File: config.mk
export PLATFORM = sky130hd
export DESIGN_NAME = alu8_core
export DESIGN_NICKNAME = d
export VERILOG_FILES = /design/src/rtl/alu8_pkg.sv /design/src/rtl/alu8_addsub.sv /design/src/rtl/alu8_logic.sv /design/src/rtl/alu8_shift.sv /design/src/rtl/alu8_core.sv
export SDC_FILE = /design/constraint.sdc
export NUM_CORES = 1
export LEC_CHECK = 0
export BUFFER_PORTS_ARGS = -buffer_cell sky130_fd_sc_hd__buf_2
export CAP_MARGIN = 15
export CORE_MARGIN = 2
export CORE_UTILIZATION = 35
export DETAILED_ROUTE_END_ITERATION = 10
export REMOVE_ABC_BUFFERS = 1
export SKIP_LAST_GASP = 1
export SLEW_MARGIN = 5
export SYNTH_ARGS = -nofsm -noshare
export SYNTH_HDL_FRONTEND = slang
export SYNTH_SLANG_ARGS = --single-unit
File: constraint.sdc
create_clock -name clk -period 3.6 [get_ports clk]
set_input_delay 0.18 -clock clk [delete_from_list [all_inputs] [get_ports clk]]
set_output_delay 0.18 -clock clk [all_outputs]
set_load 0.1 [all_outputs]
File: src/rtl/alu8_pkg.sv
package alu8_pkg;

  localparam int STAT_W = 8;
  localparam int FLG_N  = 7;
  localparam int FLG_V  = 6;
  localparam int FLG_U  = 5;
  localparam int FLG_Z  = 1;
  localparam int FLG_C  = 0;

  typedef enum logic [3:0] {
    OP_ADC = 4'd0,
    OP_SBC = 4'd1,
    OP_CMP = 4'd2,
    OP_AND = 4'd3,
    OP_ORA = 4'd4,
    OP_EOR = 4'd5,
    OP_BIT = 4'd6,
    OP_ASL = 4'd7,
    OP_LSR = 4'd8,
    OP_ROL = 4'd9,
    OP_ROR = 4'd10,
    OP_INC = 4'd11,
    OP_DEC = 4'd12
  } alu_op_e;

  typedef enum logic [1:0] {
    SH_ASL = 2'd0,
    SH_LSR = 2'd1,
    SH_ROL = 2'd2,
    SH_ROR = 2'd3
  } shift_kind_e;

endpackage

File: src/rtl/alu8_addsub.sv
module alu8_addsub #(
  parameter int DATA_W = 8
) (
  input  logic [DATA_W-1:0] a,
  input  logic [DATA_W-1:0] b,
  input  logic              sub,
  input  logic              cin,
  output logic [DATA_W-1:0] sum,
  output logic              cout,
  output logic              ovf
);
  localparam int MSB = DATA_W - 1;

  logic [DATA_W-1:0] b_eff;
  logic [DATA_W:0]   wide;

  // Subtraction adds the one's complement; the carry then means "no borrow".
  always_comb begin
    b_eff = sub ? ~b : b;
    wide  = {1'b0, a} + {1'b0, b_eff} + {{DATA_W{1'b0}}, cin};
    sum   = wide[MSB:0];
    cout  = wide[DATA_W];
    ovf   = (a[MSB] == b_eff[MSB]) && (sum[MSB] != a[MSB]);
  end
endmodule

File: src/rtl/alu8_logic.sv
module alu8_logic #(
  parameter int DATA_W = 8
) (
  input  logic [1:0]        sel,
  input  logic [DATA_W-1:0] a,
  input  logic [DATA_W-1:0] b,
  output logic [DATA_W-1:0] res
);
  // sel: 0 = AND, 1 = OR, 2 = XOR, 3 = AND (bit-test mask)
  always_comb begin
    unique case (sel)
      2'd1:    res = a | b;
      2'd2:    res = a ^ b;
      default: res = a & b;
    endcase
  end
endmodule

File: src/rtl/alu8_shift.sv
module alu8_shift
  import alu8_pkg::*;
#(
  parameter int DATA_W = 8
) (
  input  shift_kind_e       kind,
  input  logic [DATA_W-1:0] a,
  input  logic              cin,
  output logic [DATA_W-1:0] res,
  output logic              cout
);
  localparam int MSB = DATA_W - 1;

  logic fill_lo;
  logic fill_hi;

  always_comb begin
    fill_lo = (kind == SH_ROL) ? cin : 1'b0;
    fill_hi = (kind == SH_ROR) ? cin : 1'b0;
    if (kind == SH_ASL || kind == SH_ROL) begin
      res  = {a[MSB-1:0], fill_lo};
      cout = a[MSB];
    end else begin
      res  = {fill_hi, a[MSB:1]};
      cout = a[0];
    end
  end
endmodule

File: src/rtl/alu8_core.sv
module alu8_core
  import alu8_pkg::*;
#(
  parameter int DATA_W = 8
) (
  input  logic              clk,
  input  logic              rst,
  input  logic [3:0]        op_sel,
  input  logic [DATA_W-1:0] reg_opnd,
  input  logic [DATA_W-1:0] mem_opnd,
  input  logic [STAT_W-1:0] stat_in,
  output logic [DATA_W-1:0] result_q,
  output logic [STAT_W-1:0] stat_q
);
  localparam int MSB = DATA_W - 1;
  localparam logic [STAT_W-1:0] STAT_RST = STAT_W'(1) << FLG_U;
  localparam logic [DATA_W-1:0] ONE = DATA_W'(1);

  // Shared adder: add, subtract and compare
  logic              as_sub;
  logic              as_cin;
  logic [DATA_W-1:0] as_sum;
  logic              as_cout;
  logic              as_ovf;

  assign as_sub = (op_sel != OP_ADC);
  assign as_cin = (op_sel == OP_CMP) ? 1'b1 : stat_in[FLG_C];

  alu8_addsub #(.DATA_W(DATA_W)) u_addsub (
    .a    (reg_opnd),
    .b    (mem_opnd),
    .sub  (as_sub),
    .cin  (as_cin),
    .sum  (as_sum),
    .cout (as_cout),
    .ovf  (as_ovf)
  );

  // Logic unit
  logic [1:0]        lg_sel;
  logic [DATA_W-1:0] lg_res;

  always_comb begin
    unique case (op_sel)
      OP_ORA:  lg_sel = 2'd1;
      OP_EOR:  lg_sel = 2'd2;
      OP_BIT:  lg_sel = 2'd3;
      default: lg_sel = 2'd0;
    endcase
  end

  alu8_logic #(.DATA_W(DATA_W)) u_logic (
    .sel (lg_sel),
    .a   (reg_opnd),
    .b   (mem_opnd),
    .res (lg_res)
  );

  // Shifter
  shift_kind_e       sh_kind;
  logic [DATA_W-1:0] sh_res;
  logic              sh_cout;

  always_comb begin
    unique case (op_sel)
      OP_LSR:  sh_kind = SH_LSR;
      OP_ROL:  sh_kind = SH_ROL;
      OP_ROR:  sh_kind = SH_ROR;
      default: sh_kind = SH_ASL;
    endcase
  end

  alu8_shift #(.DATA_W(DATA_W)) u_shift (
    .kind (sh_kind),
    .a    (reg_opnd),
    .cin  (stat_in[FLG_C]),
    .res  (sh_res),
    .cout (sh_cout)
  );

  // Result and flag selection
  logic [DATA_W-1:0] nxt_res;
  logic [STAT_W-1:0] nxt_stat;
  logic [DATA_W-1:0] nz_src;
  logic              upd_nz;

  always_comb begin
    nxt_res  = reg_opnd;
    nxt_stat = stat_in;
    nz_src   = reg_opnd;
    upd_nz   = 1'b1;
    unique case (op_sel)
      OP_ADC, OP_SBC: begin
        nxt_res         = as_sum;
        nz_src          = as_sum;
        nxt_stat[FLG_C] = as_cout;
        nxt_stat[FLG_V] = as_ovf;
      end
      OP_CMP: begin
        nz_src          = as_sum;
        nxt_stat[FLG_C] = as_cout;
      end
      OP_AND, OP_ORA, OP_EOR: begin
        nxt_res = lg_res;
        nz_src  = lg_res;
      end
      OP_BIT: begin
        upd_nz          = 1'b0;
        nxt_stat[FLG_N] = mem_opnd[MSB];
        nxt_stat[FLG_V] = mem_opnd[MSB-1];
        nxt_stat[FLG_Z] = (lg_res == '0);
      end
      OP_ASL, OP_LSR, OP_ROL, OP_ROR: begin
        nxt_res         = sh_res;
        nz_src          = sh_res;
        nxt_stat[FLG_C] = sh_cout;
      end
      OP_INC: begin
        nxt_res = reg_opnd + ONE;
        nz_src  = nxt_res;
      end
      OP_DEC: begin
        nxt_res = reg_opnd - ONE;
        nz_src  = nxt_res;
      end
      default: upd_nz = 1'b0;
    endcase
    if (upd_nz) begin
      nxt_stat[FLG_N] = nz_src[MSB];
      nxt_stat[FLG_Z] = (nz_src == '0);
    end
    nxt_stat[FLG_U] = 1'b1;
  end

  always_ff @(posedge clk) begin
    if (rst) begin
      result_q <= '0;
      stat_q   <= STAT_RST;
    end else begin
      result_q <= nxt_res;
      stat_q   <= nxt_stat;
    end
  end

  // Assertions

  // B, D and I bits are copied from the previous input; bit 5 reads 1
  a_r9_passthru: assert property (@(posedge clk) disable iff (rst)
    !$past(rst) |-> (stat_q[4:2] == $past(stat_in[4:2])) && stat_q[FLG_U]);

  // logic, increment and decrement keep V and C
  a_r4_vc_kept: assert property (@(posedge clk) disable iff (rst)
    (!$past(rst) && ($past(op_sel) inside {OP_AND, OP_ORA, OP_EOR, OP_INC, OP_DEC}))
    |-> (stat_q[FLG_V] == $past(stat_in[FLG_V])) && (stat_q[FLG_C] == $past(stat_in[FLG_C])));

  // N and Z agree with the written result
  a_r1_nz_follow: assert property (@(posedge clk) disable iff (rst)
    (!$past(rst) && ($past(op_sel) <= 4'd12) && ($past(op_sel) != OP_CMP) && ($past(op_sel) != OP_BIT))
    |-> (stat_q[FLG_N] == result_q[MSB]) && (stat_q[FLG_Z] == (result_q == '0)));

  // carry out of an add equals the unsigned overflow of the 9-bit sum
  a_r1_add_carry: assert property (@(posedge clk) disable iff (rst)
    (!$past(rst) && ($past(op_sel) == OP_ADC))
    |-> stat_q[FLG_C] == ((({1'b0, $past(reg_opnd)} + {1'b0, $past(mem_opnd)}
                             + {{DATA_W{1'b0}}, $past(stat_in[FLG_C])}) >> DATA_W) != 0));

  // compare carry is the unsigned greater-or-equal relation; result is the register
  a_r3_cmp: assert property (@(posedge clk) disable iff (rst)
    (!$past(rst) && ($past(op_sel) == OP_CMP))
    |-> (stat_q[FLG_C] == ($past(reg_opnd) >= $past(mem_opnd))) && (result_q == $past(reg_opnd)));

  // bit test copies the two upper memory bits and leaves the register
  a_r5_bit: assert property (@(posedge clk) disable iff (rst)
    (!$past(rst) && ($past(op_sel) == OP_BIT))
    |-> (stat_q[FLG_N] == $past(mem_opnd[MSB])) && (stat_q[FLG_V] == $past(mem_opnd[MSB-1]))
        && (result_q == $past(reg_opnd)));

  // logical shift right never leaves N set
  a_r6_lsr_n: assert property (@(posedge clk) disable iff (rst)
    (!$past(rst) && ($past(op_sel) == OP_LSR)) |-> !stat_q[FLG_N]);

endmodule

==> flow_summary.json <==
{
  "worstMarginPinSlew_ps": 722,
  "ys_seq_area_frac": 0.130,
  "setup_tns_ps": 0,
  "post_cts_buffers": 0,
  "relSlewSlack": 0.515,
  "place_congestion": 0.904,
  "crit_required_ps": 3790,
  "start_kind": "input port",
  "dp_hpwl_mm": 5.37,
  "power_density_mw_per_mm2": 285,
  "layout_common_cells": "43 x buf_2, 31 x nand2_1, 27 x ha_1, 26 x inv_1, 20 x o21ai_0",
  "grt_pass1_wl_mm": 11.1,
  "dp_slack_ps": 370,
  "coreArea_mm2": 0.00635,
  "die_h_um": 85.1,
  "grt.overflow.total": 0,
  "clkTransAtPathRegs_ps": 60,
  "drv_cap": 0,
  "final_util": 0.409,
  "die_w_um": 85.1,
  "synth_area_mm2": 0.00230,
  "grt_pass1_vias": 2227,
  "maxSlewViolCount": 0,
  "ir_drop_mv": 0.260,
  "crit_start": "op_sel[1]",
  "htreeDepth": 1,
  "fin_crit_ps": 3080,
  "hold_viol": 0,
  "synth_seq_cells": 15,
  "grt_use_total": 0.189,
  "final_common_cell": "buf_2",
  "final_antenna_net_count": 0,
  "vias_per_cell": 5.79,
  "initialDrtViolationCount": 244,
  "root_buffer": "clkbuf_8",
  "routed_wl_mm": 6.83,
  "synthCells": 309,
  "numClockSinks": 15,
  "antenna_found_initial": 0,
  "cts.repair.resized": 0,
  "drt_pre_antenna_iters": 5,
  "critPathKind": "in2reg",
  "async_flop_share": 0,
  "final.setup.worst_slack_ps": 518,
  "yosys.cell_types.count": 65,
  "hp-class": "in2reg",
  "dr_total_vias": 2442,
  "drc": 0,
  "grt_max_degree": 18,
  "drive_gt1_frac": 0.177,
  "ctsHoldBuffers": 0,
  "grt_setup_unrepaired": "no",
  "clk_path_buf_depth": 2,
  "crit_fanout": 15,
  "period_share": 0.856,
  "p_leak_nw": 1.14,
  "diodes": 0,
  "cp-end-kind": "flip-flop",
  "die_area_mm2": 0.00725,
  "synth_edf_count": 0,
  "start_util": 0.363,
  "drt-wirelength-per-cell_um": 16.2,
  "syn_area_per_cell_um2": 7.46,
  "fillers": 684,
  "cts_buffers": 3,
  "ios": 46,
  "status": "completed",
  "crit_path_end": "stat_q[1]",
  "synth_ff_type": "dfxtp_1",
  "setup_viol": 0,
  "fp-row-count": 29,
  "fmax_mhz": 324,
  "fin_nets": 405,
  "cts_tree": "yes",
  "yosys_warnings": 0,
  "arrival_ps": 3270,
  "io_buffers": 43,
  "areaGrowthSynthToFinish_pct": 12.6
}
cells in the mapped netlist (5+ instances only):
library cell / number / area (um^2)
nand2b_1: 8 / 50.1
nand2_1: 31 / 116
o211ai_1: 5 / 37.5
nor3_1: 9 / 45.0
nor2b_1: 10 / 62.6
ha_1: 27 / 338
a221oi_1: 5 / 43.8
a21oi_1: 15 / 75.1
dfxtp_1: 15 / 300
a22oi_1: 5 / 37.5
nor2_1: 15 / 56.3
xnor2_1: 15 / 131
inv_1: 26 / 97.6
nand3_1: 6 / 30.0
buf_2: 7 / 35.0
o21ai_0: 20 / 100
cell families after synthesis:
| logic type | after synthesis | share of synthesized area |
|---|---|---|
| flops | 15 | 0.130 |
| compound gates | 96 | 0.291 |
| fa+ha+maj | 29 | 0.164 |
| other cells | 1 | 0.00163 |
| xor+xnor | 18 | 0.0684 |
| mux | 1 | 0.00434 |
| buf+inv | 43 | 0.0852 |
| simple gates | 106 | 0.255 |
how the worst min path moves through the flow:
stage / start / slack, ps / to / cells past startpoint
after global routing: stat_in[2] / 150 / stat_q[2] / 2
final: stat_in[2] / 140 / stat_q[2] / 2
after floorplan: rst / 250 / result_q[0] / 1
after global placement: stat_in[3] / 390 / stat_q[3] / 2
after CTS: stat_in[2] / 140 / stat_q[2] / 2
after detailed placement: stat_in[2] / 400 / stat_q[2] / 2
worst max-delay path, stage by stage:
cell      delay (ps)
buf_2            260
nor2b_2          150
o21ai_0          260
inv_1             70
ha_1             510
nor2b_1          180
a31o_1           120
nor2_1            40
a211oi_1         480
or4bb_1          580
nor4_2           240
a31o_1           180
through the flow:
step	instance area [um^2]	hold slack, ps	total power [mW]	instances
4_1_cts	2600	143	0.741	422
6_report	2600	143	0.741	422
3_5_place_dp	2550	397	0.606	418
3_3_place_gp	2550	386	0.600	418
5_1_grt	2600	149	0.791	422
2_1_floorplan	2220	249	0.493	295
metal layers:
| metal | wire length [um] | part of all wire | vias up | track usage |
|---|---|---|---|---|
| li1 | - | - | 1190 | - |
| met1 | 3100 | 0.45 | 1125 | 0.256 |
| met2 | 3080 | 0.45 | 115 | 0.314 |
| met3 | 519 | 0.076 | 12 | 0.0282 |
| met4 | 131 | 0.019 | 0 | 0.0491 |
| met5 | 0 | 0 | - | 0 |
cell type report:
cell class	count	area, um^2	area share
timing repair buffer	46	238	0.0916
inverter	29	109	0.0419
sequential	15	300	0.116
tap	77	96.3	0.0371
clock buffer	4	45.0	0.0173
multi-input combinational	251	1810	0.696
power by group:
group	total (mW)	internal, mW	switching (mW)
Clock	0.133	0.0782	0.0547
Combinational	0.424	0.129	0.295
Sequential	0.183	0.181	0.00282
Total	0.741	0.388	0.353
registers in the layout, indices dropped and copies added, names as in the netlist:
signal and count:
result_q 8, stat_q 7
Note: power is estimated with default switching activity, not from simulation.
